### src/rtl/expg_pkg.sv
package expg_pkg;
  localparam int unsigned WIN_W  = 32;
  localparam int unsigned DET_W  = 16;
  localparam int unsigned GRP_W  = 8;
  localparam int unsigned K_W    = 2;
endpackage

### src/rtl/expg_rst_sync.sv
module expg_rst_sync (
  input  logic clk,
  input  logic rst_n,
  output logic rst_sync_n
);
  logic [1:0] sync_q;

  always_ff @(posedge clk or negedge rst_n) begin
    if (!rst_n) sync_q <= 2'b00;
    else        sync_q <= {sync_q[0], 1'b1};
  end

  assign rst_sync_n = sync_q[1];
endmodule

### src/rtl/expg_prio_enc.sv
module expg_prio_enc #(
  parameter int unsigned W = 8,
  localparam int unsigned CW = $clog2(W)
) (
  input  logic [W-1:0]  bits,
  output logic [CW-1:0] zeros,
  output logic          any
);
  always_comb begin
    zeros = '0;
    for (int i = 0; i < W; i++) begin
      if (bits[i]) zeros = CW'(W - 1 - i);
    end
  end

  assign any = |bits;
endmodule

### src/rtl/expg_lead_det.sv
module expg_lead_det #(
  parameter int unsigned DET_W = 16,
  parameter int unsigned GRP_W = 8,
  localparam int unsigned NGRP = DET_W / GRP_W,
  localparam int unsigned CW   = $clog2(GRP_W),
  localparam int unsigned ZW   = $clog2(DET_W)
) (
  input  logic [DET_W-1:0] bits,
  output logic [ZW-1:0]    zcount,
  output logic             none
);
  logic [CW-1:0] grp_zeros [NGRP];
  logic [NGRP-1:0] grp_any;

  for (genvar g = 0; g < NGRP; g++) begin : g_grp
    expg_prio_enc #(.W(GRP_W)) u_enc (
      .bits  (bits[g*GRP_W +: GRP_W]),
      .zeros (grp_zeros[g]),
      .any   (grp_any[g])
    );
  end

  always_comb begin
    zcount = '0;
    for (int g = 0; g < NGRP; g++) begin
      if (grp_any[g]) zcount = ZW'((NGRP - 1 - g) * GRP_W) + ZW'(grp_zeros[g]);
    end
  end

  assign none = ~|grp_any;

  always_comb begin
    if (!none) begin
      a_r3_first_one_hit : assert (bits[DET_W - 1 - int'(zcount)] == 1'b1);
    end
  end
endmodule

### src/rtl/expg_extract.sv
module expg_extract #(
  parameter int unsigned WIN_W = 32,
  localparam int unsigned LEN_W = $clog2(WIN_W + 1)
) (
  input  logic [WIN_W-1:0] win,
  input  logic [LEN_W-1:0] len,
  output logic [WIN_W-1:0] field
);
  logic [LEN_W-1:0] shamt;

  always_comb begin
    shamt = LEN_W'(WIN_W) - len;
    if (len == '0) field = '0;
    else           field = win >> shamt;
  end
endmodule

### src/rtl/expg_field_dec.sv
module expg_field_dec
  import expg_pkg::*;
#(
  parameter int unsigned P_WIN_W = WIN_W,
  parameter int unsigned P_DET_W = DET_W,
  parameter int unsigned P_GRP_W = GRP_W,
  parameter int unsigned P_K_W   = K_W,
  localparam int unsigned LEN_W  = $clog2(P_WIN_W + 1),
  localparam int unsigned ZW     = $clog2(P_DET_W)
) (
  input  logic               clk,
  input  logic               rst_n,
  input  logic               req_valid,
  input  logic               len_mode,
  input  logic [P_K_W-1:0]   k_ord,
  input  logic [LEN_W-1:0]   fix_len,
  input  logic [P_WIN_W-1:0] win,
  output logic               res_valid,
  output logic [LEN_W-1:0]   res_len,
  output logic [P_WIN_W-1:0] res_code,
  output logic [P_WIN_W-1:0] res_signed,
  output logic               res_err
);
  logic rst_i_n;

  expg_rst_sync u_rst (
    .clk        (clk),
    .rst_n      (rst_n),
    .rst_sync_n (rst_i_n)
  );

  // prefix detection
  logic [ZW-1:0] zcount;
  logic          no_one;

  expg_lead_det #(.DET_W(P_DET_W), .GRP_W(P_GRP_W)) u_det (
    .bits   (win[P_WIN_W-1 -: P_DET_W]),
    .zcount (zcount),
    .none   (no_one)
  );

  // length selection
  logic [LEN_W-1:0] eg_len, sel_len;
  logic             too_long, err_d;

  always_comb begin
    eg_len   = LEN_W'({zcount, 1'b0}) + LEN_W'(k_ord) + LEN_W'(1);
    sel_len  = len_mode ? fix_len : eg_len;
    too_long = sel_len > LEN_W'(P_WIN_W);
    err_d    = too_long | (~len_mode & no_one);
  end

  // shared right shifter
  logic [P_WIN_W-1:0] raw_field;

  expg_extract #(.WIN_W(P_WIN_W)) u_ext (
    .win   (win),
    .len   (sel_len),
    .field (raw_field)
  );

  // code number and signed mapping
  logic [P_WIN_W-1:0] code_d, half, signed_d;

  always_comb begin
    code_d   = len_mode ? raw_field : raw_field - (P_WIN_W'(1) << k_ord);
    half     = code_d >> 1;
    signed_d = code_d[0] ? half + P_WIN_W'(1) : P_WIN_W'(0) - half;
  end

  // next state
  logic [LEN_W-1:0]   len_n;
  logic [P_WIN_W-1:0] code_n, signed_n;
  logic               err_n, valid_n, mode_n;
  logic [P_K_W-1:0]   k_n;
  logic               mode_q;
  logic [P_K_W-1:0]   k_q;

  always_comb begin
    valid_n  = req_valid;
    len_n    = res_len;
    code_n   = res_code;
    signed_n = res_signed;
    err_n    = res_err;
    mode_n   = mode_q;
    k_n      = k_q;
    if (req_valid) begin
      err_n  = err_d;
      mode_n = len_mode;
      k_n    = k_ord;
      if (err_d) begin
        len_n    = '0;
        code_n   = '0;
        signed_n = '0;
      end else begin
        len_n    = sel_len;
        code_n   = code_d;
        signed_n = signed_d;
      end
    end
  end

  // registers
  always_ff @(posedge clk or negedge rst_i_n) begin
    if (!rst_i_n) begin
      res_valid  <= 1'b0;
      res_len    <= '0;
      res_code   <= '0;
      res_signed <= '0;
      res_err    <= 1'b0;
      mode_q     <= 1'b0;
      k_q        <= '0;
    end else begin
      res_valid  <= valid_n;
      res_len    <= len_n;
      res_code   <= code_n;
      res_signed <= signed_n;
      res_err    <= err_n;
      mode_q     <= mode_n;
      k_q        <= k_n;
    end
  end

  // assertions
  a_r2_valid_follows : assert property (@(posedge clk) disable iff (!rst_i_n)
    req_valid |=> res_valid);
  a_r2_valid_idle : assert property (@(posedge clk) disable iff (!rst_i_n)
    !req_valid |=> !res_valid);
  a_r2_hold : assert property (@(posedge clk) disable iff (!rst_i_n)
    !req_valid |=> ($stable(res_len) && $stable(res_code) && $stable(res_err)));
  a_r8_err_zero : assert property (@(posedge clk) disable iff (!rst_i_n)
    res_err |-> (res_len == '0 && res_code == '0 && res_signed == '0));
  a_r3_len_parity : assert property (@(posedge clk) disable iff (!rst_i_n)
    (res_valid && !mode_q && !res_err) |-> (res_len[0] != k_q[0]));
  a_r9_len_bound : assert property (@(posedge clk) disable iff (!rst_i_n)
    res_len <= LEN_W'(P_WIN_W));
  a_r6_fixed_len : assert property (@(posedge clk) disable iff (!rst_i_n)
    (req_valid && len_mode && fix_len <= LEN_W'(P_WIN_W)) |=> (res_len == $past(fix_len)));
endmodule

### config.mk
export PLATFORM = sky130hd
export DESIGN_NAME = expg_field_dec
export DESIGN_NICKNAME = d
export VERILOG_FILES = /design/src/rtl/expg_pkg.sv /design/src/rtl/expg_rst_sync.sv /design/src/rtl/expg_prio_enc.sv /design/src/rtl/expg_lead_det.sv /design/src/rtl/expg_extract.sv /design/src/rtl/expg_field_dec.sv
export SDC_FILE = /design/constraint.sdc
export NUM_CORES = 1
export LEC_CHECK = 0
export ABC_AREA = 1
export CORE_ASPECT_RATIO = 0.9
export CORE_MARGIN = 3
export CORE_UTILIZATION = 50
export DETAILED_ROUTE_END_ITERATION = 8
export DONT_BUFFER_PORTS = 1
export PLACE_DENSITY = 0.64
export SLEW_MARGIN = 10
export SYNTH_ARGS = -nofsm -noshare
export SYNTH_HDL_FRONTEND = slang
export SYNTH_SLANG_ARGS = --single-unit
export TNS_END_PERCENT = 10
### constraint.sdc
create_clock -name clk -period 4.8 [get_ports clk]
set_input_delay 0 -clock clk [delete_from_list [all_inputs] [get_ports clk]]
set_output_delay 0 -clock clk [all_outputs]
set_load 0.02 [all_outputs]
# Yosys cells after proc, flatten, opt, wreduce, memory -nomap -nowiden
# Index checks and enable logic that the tools add are counted.
word_totals:
  out_inout_bits: 72
  reg_bits: 74
  in_bits: 44
  word_cells: 49
classes:
  shift: 2
  mux: 25
  order_cmp: 1
  n_bitwise: 3
  n_reduce_logical: 5
  add_sub_neg: 7
op_table:
  columns: ["cell", "n"]
  rows:
  - ["32-bit 2-to-1 mux", 5]
  - ["3-bit 2-to-1 mux", 16]
  - ["31-bit by 1-bit adder with 32-bit output, second input constant", 1]
  - ["1-bit by 2-bit << shifter with 32-bit output, first input constant", 1]
  - ["32-bit by 6-bit >> shifter with 32-bit output", 1]
  - ["1-bit by 31-bit subtractor with 32-bit output, first input constant", 1]
  - ["32-bit subtractor", 1]
  - ["16-bit OR reduction", 1]
  - ["8-bit OR reduction", 2]
  - ["6-bit 2-to-1 mux", 2]
  - ["4-bit 2-to-1 mux", 2]
  - ["5-bit by 2-bit adder with 6-bit output", 1]
  - ["6-bit by 1-bit adder with 6-bit output, second input constant", 1]
  - ["6-bit greater-than comparator, second input constant", 1]
  - ["6-bit logical NOT", 1]
  - ["6-bit subtractor, first input constant", 1]
  - ["4-bit by 3-bit adder with 4-bit output, first input constant", 1]
  - ["1-bit bitwise AND", 1]
  - ["1-bit logical NOT", 1]
  - ["1-bit inverter", 1]
  - ["1-bit bitwise OR", 1]

# Depth between registers and ports, before layout
logic_depth:
  ltp_word: 22
  depth_mapped: 49
  depth_no_buf: 47

# Hierarchy
# A second synthesis with hierarchy kept.
hier_totals:
  hier_cells: 1315
  hier_area_um2: 7775.0
modules_own_cells:
  columns: ["module", "cells_each", "instances", "seq_area_each_um2", "area_each_um2"]
  rows:
  - ["expg_field_dec", 880, 1, 1801.7, 5617.9]
  - ["expg_extract", 375, 1, 0.0, 1853.0]
  - ["expg_prio_enc", 22, 2, 0.0, 98.8]
  - ["expg_rst_sync", 3, 1, 50.0, 53.8]
  - ["expg_lead_det", 13, 1, 0.0, 52.6]

# Least setup slack after synthesis
# No wires, ideal clock.
synth_path:
  kind: "input -> register"
  from: "in win[28]"
  to: "reg res_signed[31]"
  path_slack_ps: -893
  n_path_buf: 3
  required_time_ps: 4676
  arrival_time_ps: 5570
  setup_time_ps: 124
  stages: 40
  path_cell_list: "nor2_2 -> nand2_2 -> nor2_4 -> inv_2 -> nor2_1 -> nand2_1 -> o21ai_0 -> fa_1 -> mux2i_1 -> ha_1 -> clkbuf_1 -> inv_1 -> clkbuf_1 -> clkbuf_1 -> mux2i_1 -> nand2_1 -> nand3_1 -> and3_1 -> [... 4 more ...] -> inv_1 -> nor2_1 -> a221oi_1 -> nor2_1 -> nor2_1 -> nand3_2 -> nor2_1 -> nand2_1 -> nand2_1 -> nand2_1 -> nor2_2 -> nand2_1 -> nor2_2 -> nand2_2 -> nor2_4 -> nand3_2 -> o211ai_1 -> nand2_1"
synth_between:
  elab_chain_len: 16
  elab_cells_between_ends: 24
  cone_classes: "6 x add/sub; 1 x order compare; 1 x shift; 10 x mux; 2 x bitwise; 4 x reduce/logical"
synth_rtl:
  columns: ["element", "line", "text"]
  rows:
  - ["from (decl)", "expg_field_dec.sv:17", "input logic [P_WIN_W-1:0] win,"]
  - ["3-bit 2-to-1 mux (4 in series)", "expg_prio_enc.sv:12", "if (bits[i]) zeros = CW'(W - 1 - i);"]
  - ["4-bit 2-to-1 mux", "expg_lead_det.sv:26", "if (grp_any[g]) zcount = ZW'((NGRP - 1 - g) * GRP_W) + ZW'(grp_zeros[g]);"]
  - ["5-bit by 2-bit adder with 6-bit output", "expg_field_dec.sv:47", "eg_len = LEN_W'({zcount, 1'b0}) + LEN_W'(k_ord) + LEN_W'(1);"]
  - ["6-bit by 1-bit adder with 6-bit output", "expg_field_dec.sv:47", null]
  - ["6-bit 2-to-1 mux", "expg_field_dec.sv:48", "sel_len = len_mode ? fix_len : eg_len;"]
  - ["6-bit subtractor", "expg_extract.sv:12", "shamt = LEN_W'(WIN_W) - len;"]
  - ["32-bit by 6-bit >> shifter with 32-bit output", "expg_extract.sv:14", "else field = win >> shamt;"]
  - ["32-bit 2-to-1 mux", "expg_extract.sv:13", "if (len == '0) field = '0;"]
  - ["32-bit subtractor", "expg_field_dec.sv:66", "code_d = len_mode ? raw_field : raw_field - (P_WIN_W'(1) << k_ord);"]
  - ["32-bit 2-to-1 mux", "expg_field_dec.sv:66", null]
  - ["1-bit by 31-bit subtractor with 32-bit output / 31-bit by 1-bit adder with 32-bit output (equally long branches)", "expg_field_dec.sv:68", "signed_d = code_d[0] ? half + P_WIN_W'(1) : P_WIN_W'(0) - half;"]
  - ["32-bit 2-to-1 mux", "expg_field_dec.sv:68", null]
  - ["32-bit 2-to-1 mux *", "expg_field_dec.sv:91", "if (err_d) begin"]
  - ["to (signal assigned)", "expg_field_dec.sv:117", "res_signed <= signed_n;"]
  - ["to (decl)", "expg_field_dec.sv:21", "output logic [P_WIN_W-1:0] res_signed,"]
# Mark *: on every way between the ends. The rest lies on a longest branch, timed or not.
# A chain may end at the register's enable or synchronous reset.

# Final worst setup path
layout_path:
  from: "in win[30]"
  to: "reg res_signed[20]"
layout_between:
  elab_chain_len: 14
  elab_cells_between_ends: 22
  cone_classes: "6 x add/sub; 1 x order compare; 1 x shift; 8 x mux; 2 x bitwise; 4 x reduce/logical"
layout_rtl:
  columns: ["element", "line"]
  rows:
  - ["3-bit 2-to-1 mux (2 in series)", "expg_prio_enc.sv:12"]
  - ["4-bit 2-to-1 mux", "expg_lead_det.sv:26"]
  - ["5-bit by 2-bit adder with 6-bit output", "expg_field_dec.sv:47"]
  - ["6-bit by 1-bit adder with 6-bit output", "expg_field_dec.sv:47"]
  - ["6-bit 2-to-1 mux", "expg_field_dec.sv:48"]
  - ["6-bit subtractor", "expg_extract.sv:12"]
  - ["32-bit by 6-bit >> shifter with 32-bit output", "expg_extract.sv:14"]
  - ["32-bit 2-to-1 mux", "expg_extract.sv:13"]
  - ["32-bit subtractor", "expg_field_dec.sv:66"]
  - ["32-bit 2-to-1 mux", "expg_field_dec.sv:66"]
  - ["1-bit by 31-bit subtractor with 32-bit output / 31-bit by 1-bit adder with 32-bit output (equally long branches)", "expg_field_dec.sv:68"]
  - ["32-bit 2-to-1 mux", "expg_field_dec.sv:68"]
  - ["32-bit 2-to-1 mux *", "expg_field_dec.sv:91"]
# Marks and branches as above.

==> results by group <==
Power
  • Clk pwr share: 17.3%
  • Static leakage: 5.45 nW
  • Combinational cell fraction of total power: 56.2%
  • Peak ir drop on the vdd network: 0.000226 V
  • Sequential group share of total power: 26.5%
  • Net switching power: around 0.0018 W
  • Power Density: 355 nW/µm²
  • Internal power: around 0.002 W
  • Switching portion of total power: between 40 and 50%

Min path
  • Type of the tightest min-delay check: input pin to flip-flop
  • Startpoint of the tightest hold check path: req_valid
  • Worst Hold End: res_err
  • Cells on Worst Hold Path: 3

Worst setup path
  • Critical Path Most Common Cell: sky130_fd_sc_hd__nand2_2
  • Worst reg-to-reg setup slack: approximately 3700 ps
  • Capturing element type of the critical path: flip-flop
  • Critical path launch point type: input pin
  • Critical register-to-register path endpoint: res_signed[24]
  • Arrival time at the worst endpoint: 5250 ps
  • Depth of the worst register-to-register path: 1
  • Crit Reg-Reg Startpoint: u_rst.sync_q[1]
  • Delay of the slowest cell on the worst path: 450 ps
  • Family of cells with the greatest summed delay on the critical path: simple AND/OR/NAND/NOR gates
  • Classification of the worst setup path: input pin to flip-flop
  • Count of buffer and inverter cells on the critical path: 9
  • Worst-path cell with the longest stage delay: sky130_fd_sc_hd__fa_1
  • Largest fanout on the critical path: 6
  • Data required time of the critical path: 5030 ps

Synth
  • Netlist Area Pre-Place: 7790 µm²
  • Synthesized area per cell: 6.01 µm²
  • EDFF count, synth: 0
  • Most common cell in the netlist: sky130_fd_sc_hd__nand2_1
  • Synthesized instance count: between 1k and 1.5k
  • Share of Yosys cell area claimed by the top area cell type: 23.8%
  • Post-synthesis async set-or-reset flop share: 100%
  • Yosys cell types: 50
  • Count of warnings emitted by yosys: 0
  • Library cell with the largest summed area after synthesis: sky130_fd_sc_hd__dfrtp_1
  • Nets in the synthesized netlist: roughly 1.4k
  • Number of register bits inferred by synthesis: 74
  • Commonest cells in the synthesized netlist: sky130_fd_sc_hd__nand2_1, sky130_fd_sc_hd__nand3_1, sky130_fd_sc_hd__inv_1, sky130_fd_sc_hd__nor2_1, sky130_fd_sc_hd__o21ai_0
  • Top flip-flop cell by instance count after synthesis: sky130_fd_sc_hd__dfrtp_1
  • Register area share after synthesis: approximately a quarter
  • Main area contributors after synthesis: sky130_fd_sc_hd__dfrtp_1, sky130_fd_sc_hd__nand2_1, sky130_fd_sc_hd__nand3_1

Timing
  • Total negative slack: -2530 ps
  • RSZ-0062 raised after global routing: true
  • Final setup violation count: 22
  • Post-Route Hold Slack: 51.7 ps
  • Final Skew: a little under 5 ps
  • Number of slew-limit violations in the final report: 0
  • Upper clock frequency limit: 199 MHz
  • Minimum clock period after layout: roughly 5000 ps
  • Tcrit/Tclk final: 105%
  • Slew at the pin closest to its max-slew limit: about 900 ps
  • Setup slack of the critical path after layout: -216 ps
  • Max-slew headroom at the worst pin: 39.3%
  • Hold violation total from the final report: 0

Global routing
  • Largest net degree at the start of global routing: 73
  • Initial antenna violation count: 0
  • Combined global-route utilization of all metal layers: about 29%
  • Global-route wire length before repair: 41.4 mm
  • Total overflow reported by the global router: 0
  • Vias in the first global route: 8,376

Outcome
  • Failing checks: negative setup slack
  • Outcome: complete, but fails checks

Routing
  • Routed wire length: 26.1 mm
  • Drt via density: 5.36
  • Violation count after the first detailed-route iteration: 676
  • Routed Antenna Nets: 0
  • Routed WL per cell: around 15 µm
  • Remaining design rule violation count: 0
  • Routed vias: 9,097
  • Iteration count of the initial detailed-routing pass: 7

Layout
  • Count of placed standard cells in the final layout, fillers left out: 1,696
  • Design area: 10,700 µm²
  • Final antenna diode count: 0
  • Utilization after layout: 71.3%
  • Fraction of final layout cells sized beyond drive strength 1: 34.2%
  • Total of fill cells in the finished design: 1,328
  • Area delta synth->final: 36.9%
  • Number of nets in the final layout: 1,547

Clock network
  • Number of clock buffers inserted by TritonCTS: 9
  • CTS Root Cell: sky130_fd_sc_hd__clkbuf_16
  • CTS tree: yes
  • Latest clock arrival within the worst-skew pair: approximately 350 ps
  • Clock Pin Slew Worst Setup and Hold Paths: 60 ps
  • H-tree levels: 3
  • Clk sinks: 74
  • Maximum clock path buffer count: 2

Floorplan
  • Number of rows created at floorplan: between 40 and 50
  • Die ar.: between 15,000 and 20,000 µm²
  • Die Wd: 138 µm
  • Chip Height: ~120 µm
  • Top-level I/O count: 116
  • Core area: 15,000 µm²
  • Initial cell density of the core: 52.0%

Placed design
  • Final HPWL from detailed placement: 19.0 mm
  • Count of input and output buffers: 0
  • Final weighted congestion in routability-driven placement: 0.925
  • Post-Place Cell Area: between 9000 and 10,000 µm²
  • Cells after DPL: 1,646

Job
  • Max-cap check violation count: 0
[final cells by class]
cell class	count	area, µm²	share of cell area [%]
clock buffers	9	225	2.11
clock inverters	7	61.3	0.574
inverters	147	578	5.42
multi-input cells	1024	5830	54.7
flip-flops and latches	74	1850	17.4
well taps	198	248	2.32
repair buffers	237	1870	17.5
[what timing repair did]
action,in CTS,in global routing
pin swaps,34,66
cloned,0,1
endpoints found under the hold margin,14,0
setup endpoints to repair,25,50
gates resized for setup,55,128
setup buffers,13,17
hold buffers,4,0
[layer usage]
metal / share of wire, % / wire length (µm) / global-route usage [%] / up-vias
li1: - / - / - / 4563
met1: 46 / 12000 / 43.8 / 4210
met2: 46 / 11900 / 44.8 / 304
met3: 7.7 / 2020 / 5.01 / 20
met4: 0.77 / 202 / 4.87 / 0
met5: 0 / 0 / 0 / -
[layout by cell type (no fill, tap or decap), types with 5 or more instances in the layout]
cell	synthesis	layout
sky130_fd_sc_hd__inv_2	19	24
sky130_fd_sc_hd__nand3_2	23	32
sky130_fd_sc_hd__nor2_4	9	32
sky130_fd_sc_hd__ha_4	0	5
sky130_fd_sc_hd__o21ai_0	80	70
sky130_fd_sc_hd__o21ai_1	27	27
sky130_fd_sc_hd__dfrtp_1	74	73
sky130_fd_sc_hd__nand4_1	31	31
sky130_fd_sc_hd__buf_4	7	220
sky130_fd_sc_hd__nand3_1	132	117
sky130_fd_sc_hd__nand3b_1	7	7
sky130_fd_sc_hd__o21ai_2	3	10
sky130_fd_sc_hd__nor3_1	9	8
sky130_fd_sc_hd__a21oi_1	11	7
sky130_fd_sc_hd__xor2_1	6	5
sky130_fd_sc_hd__inv_1	127	116
sky130_fd_sc_hd__nand2_4	10	22
sky130_fd_sc_hd__buf_6	7	9
sky130_fd_sc_hd__nand2_1	470	425
sky130_fd_sc_hd__o211ai_1	11	11
sky130_fd_sc_hd__nand2_2	35	68
sky130_fd_sc_hd__nor2_2	14	28
sky130_fd_sc_hd__o21a_1	6	6
sky130_fd_sc_hd__clkbuf_16	0	10
sky130_fd_sc_hd__nand3_4	4	10
sky130_fd_sc_hd__nor2_1	97	60
[power groups by stage]
| stage | Sequential [W] | Clock, W | Combinational (W) |
|---|---|---|---|
| after floorplan | 0.000993 | 0 | 0.00116 |
| after global placement | 0.00102 | 0 | 0.00175 |
| after detailed placement | 0.00102 | 0 | 0.00177 |
| after CTS | 0.00101 | 0.000668 | 0.00188 |
| after global routing | 0.00102 | 0.000699 | 0.00234 |
| final | 0.00100 | 0.000657 | 0.00213 |
[logic make-up after synthesis]
family	Yosys count	share of synthesized area [%]
muxes	4	0.514
DFF	74	23.8
and+or+nand+nor	851	51.3
other	1	0.0481
adders and majority gates	10	1.80
AOI/OAI and AO/OA	152	11.0
buffers and inverters	198	10.9
xor gates and xnor gates	6	0.674
[worst max path at each step]
stage,start,to,cells after the start
final,win[30],res_signed[20],43
after global routing,win[30],res_signed[20],43
after CTS,win[19],res_signed[20],41
after detailed placement,win[19],res_signed[29],40
after global placement,win[19],res_signed[29],40
after floorplan,win[26],res_signed[31],40
[through the flow]
step / setup slack (ps) / power (W)
6_report: -216 / 0.00379
5_1_grt: -540 / 0.00406
4_1_cts: -151 / 0.00355
3_5_place_dp: -751 / 0.00279
3_3_place_gp: -663 / 0.00276
2_1_floorplan: -115 / 0.00215
[registers in the layout (all words and copies together) (netlist names)]
signal        cells
res_err           1
res_valid         1
res_len           6
res_code         32
res_signed       32
u_rst.sync_q      2
No activity file was read; power rests on OpenSTA's default activity.
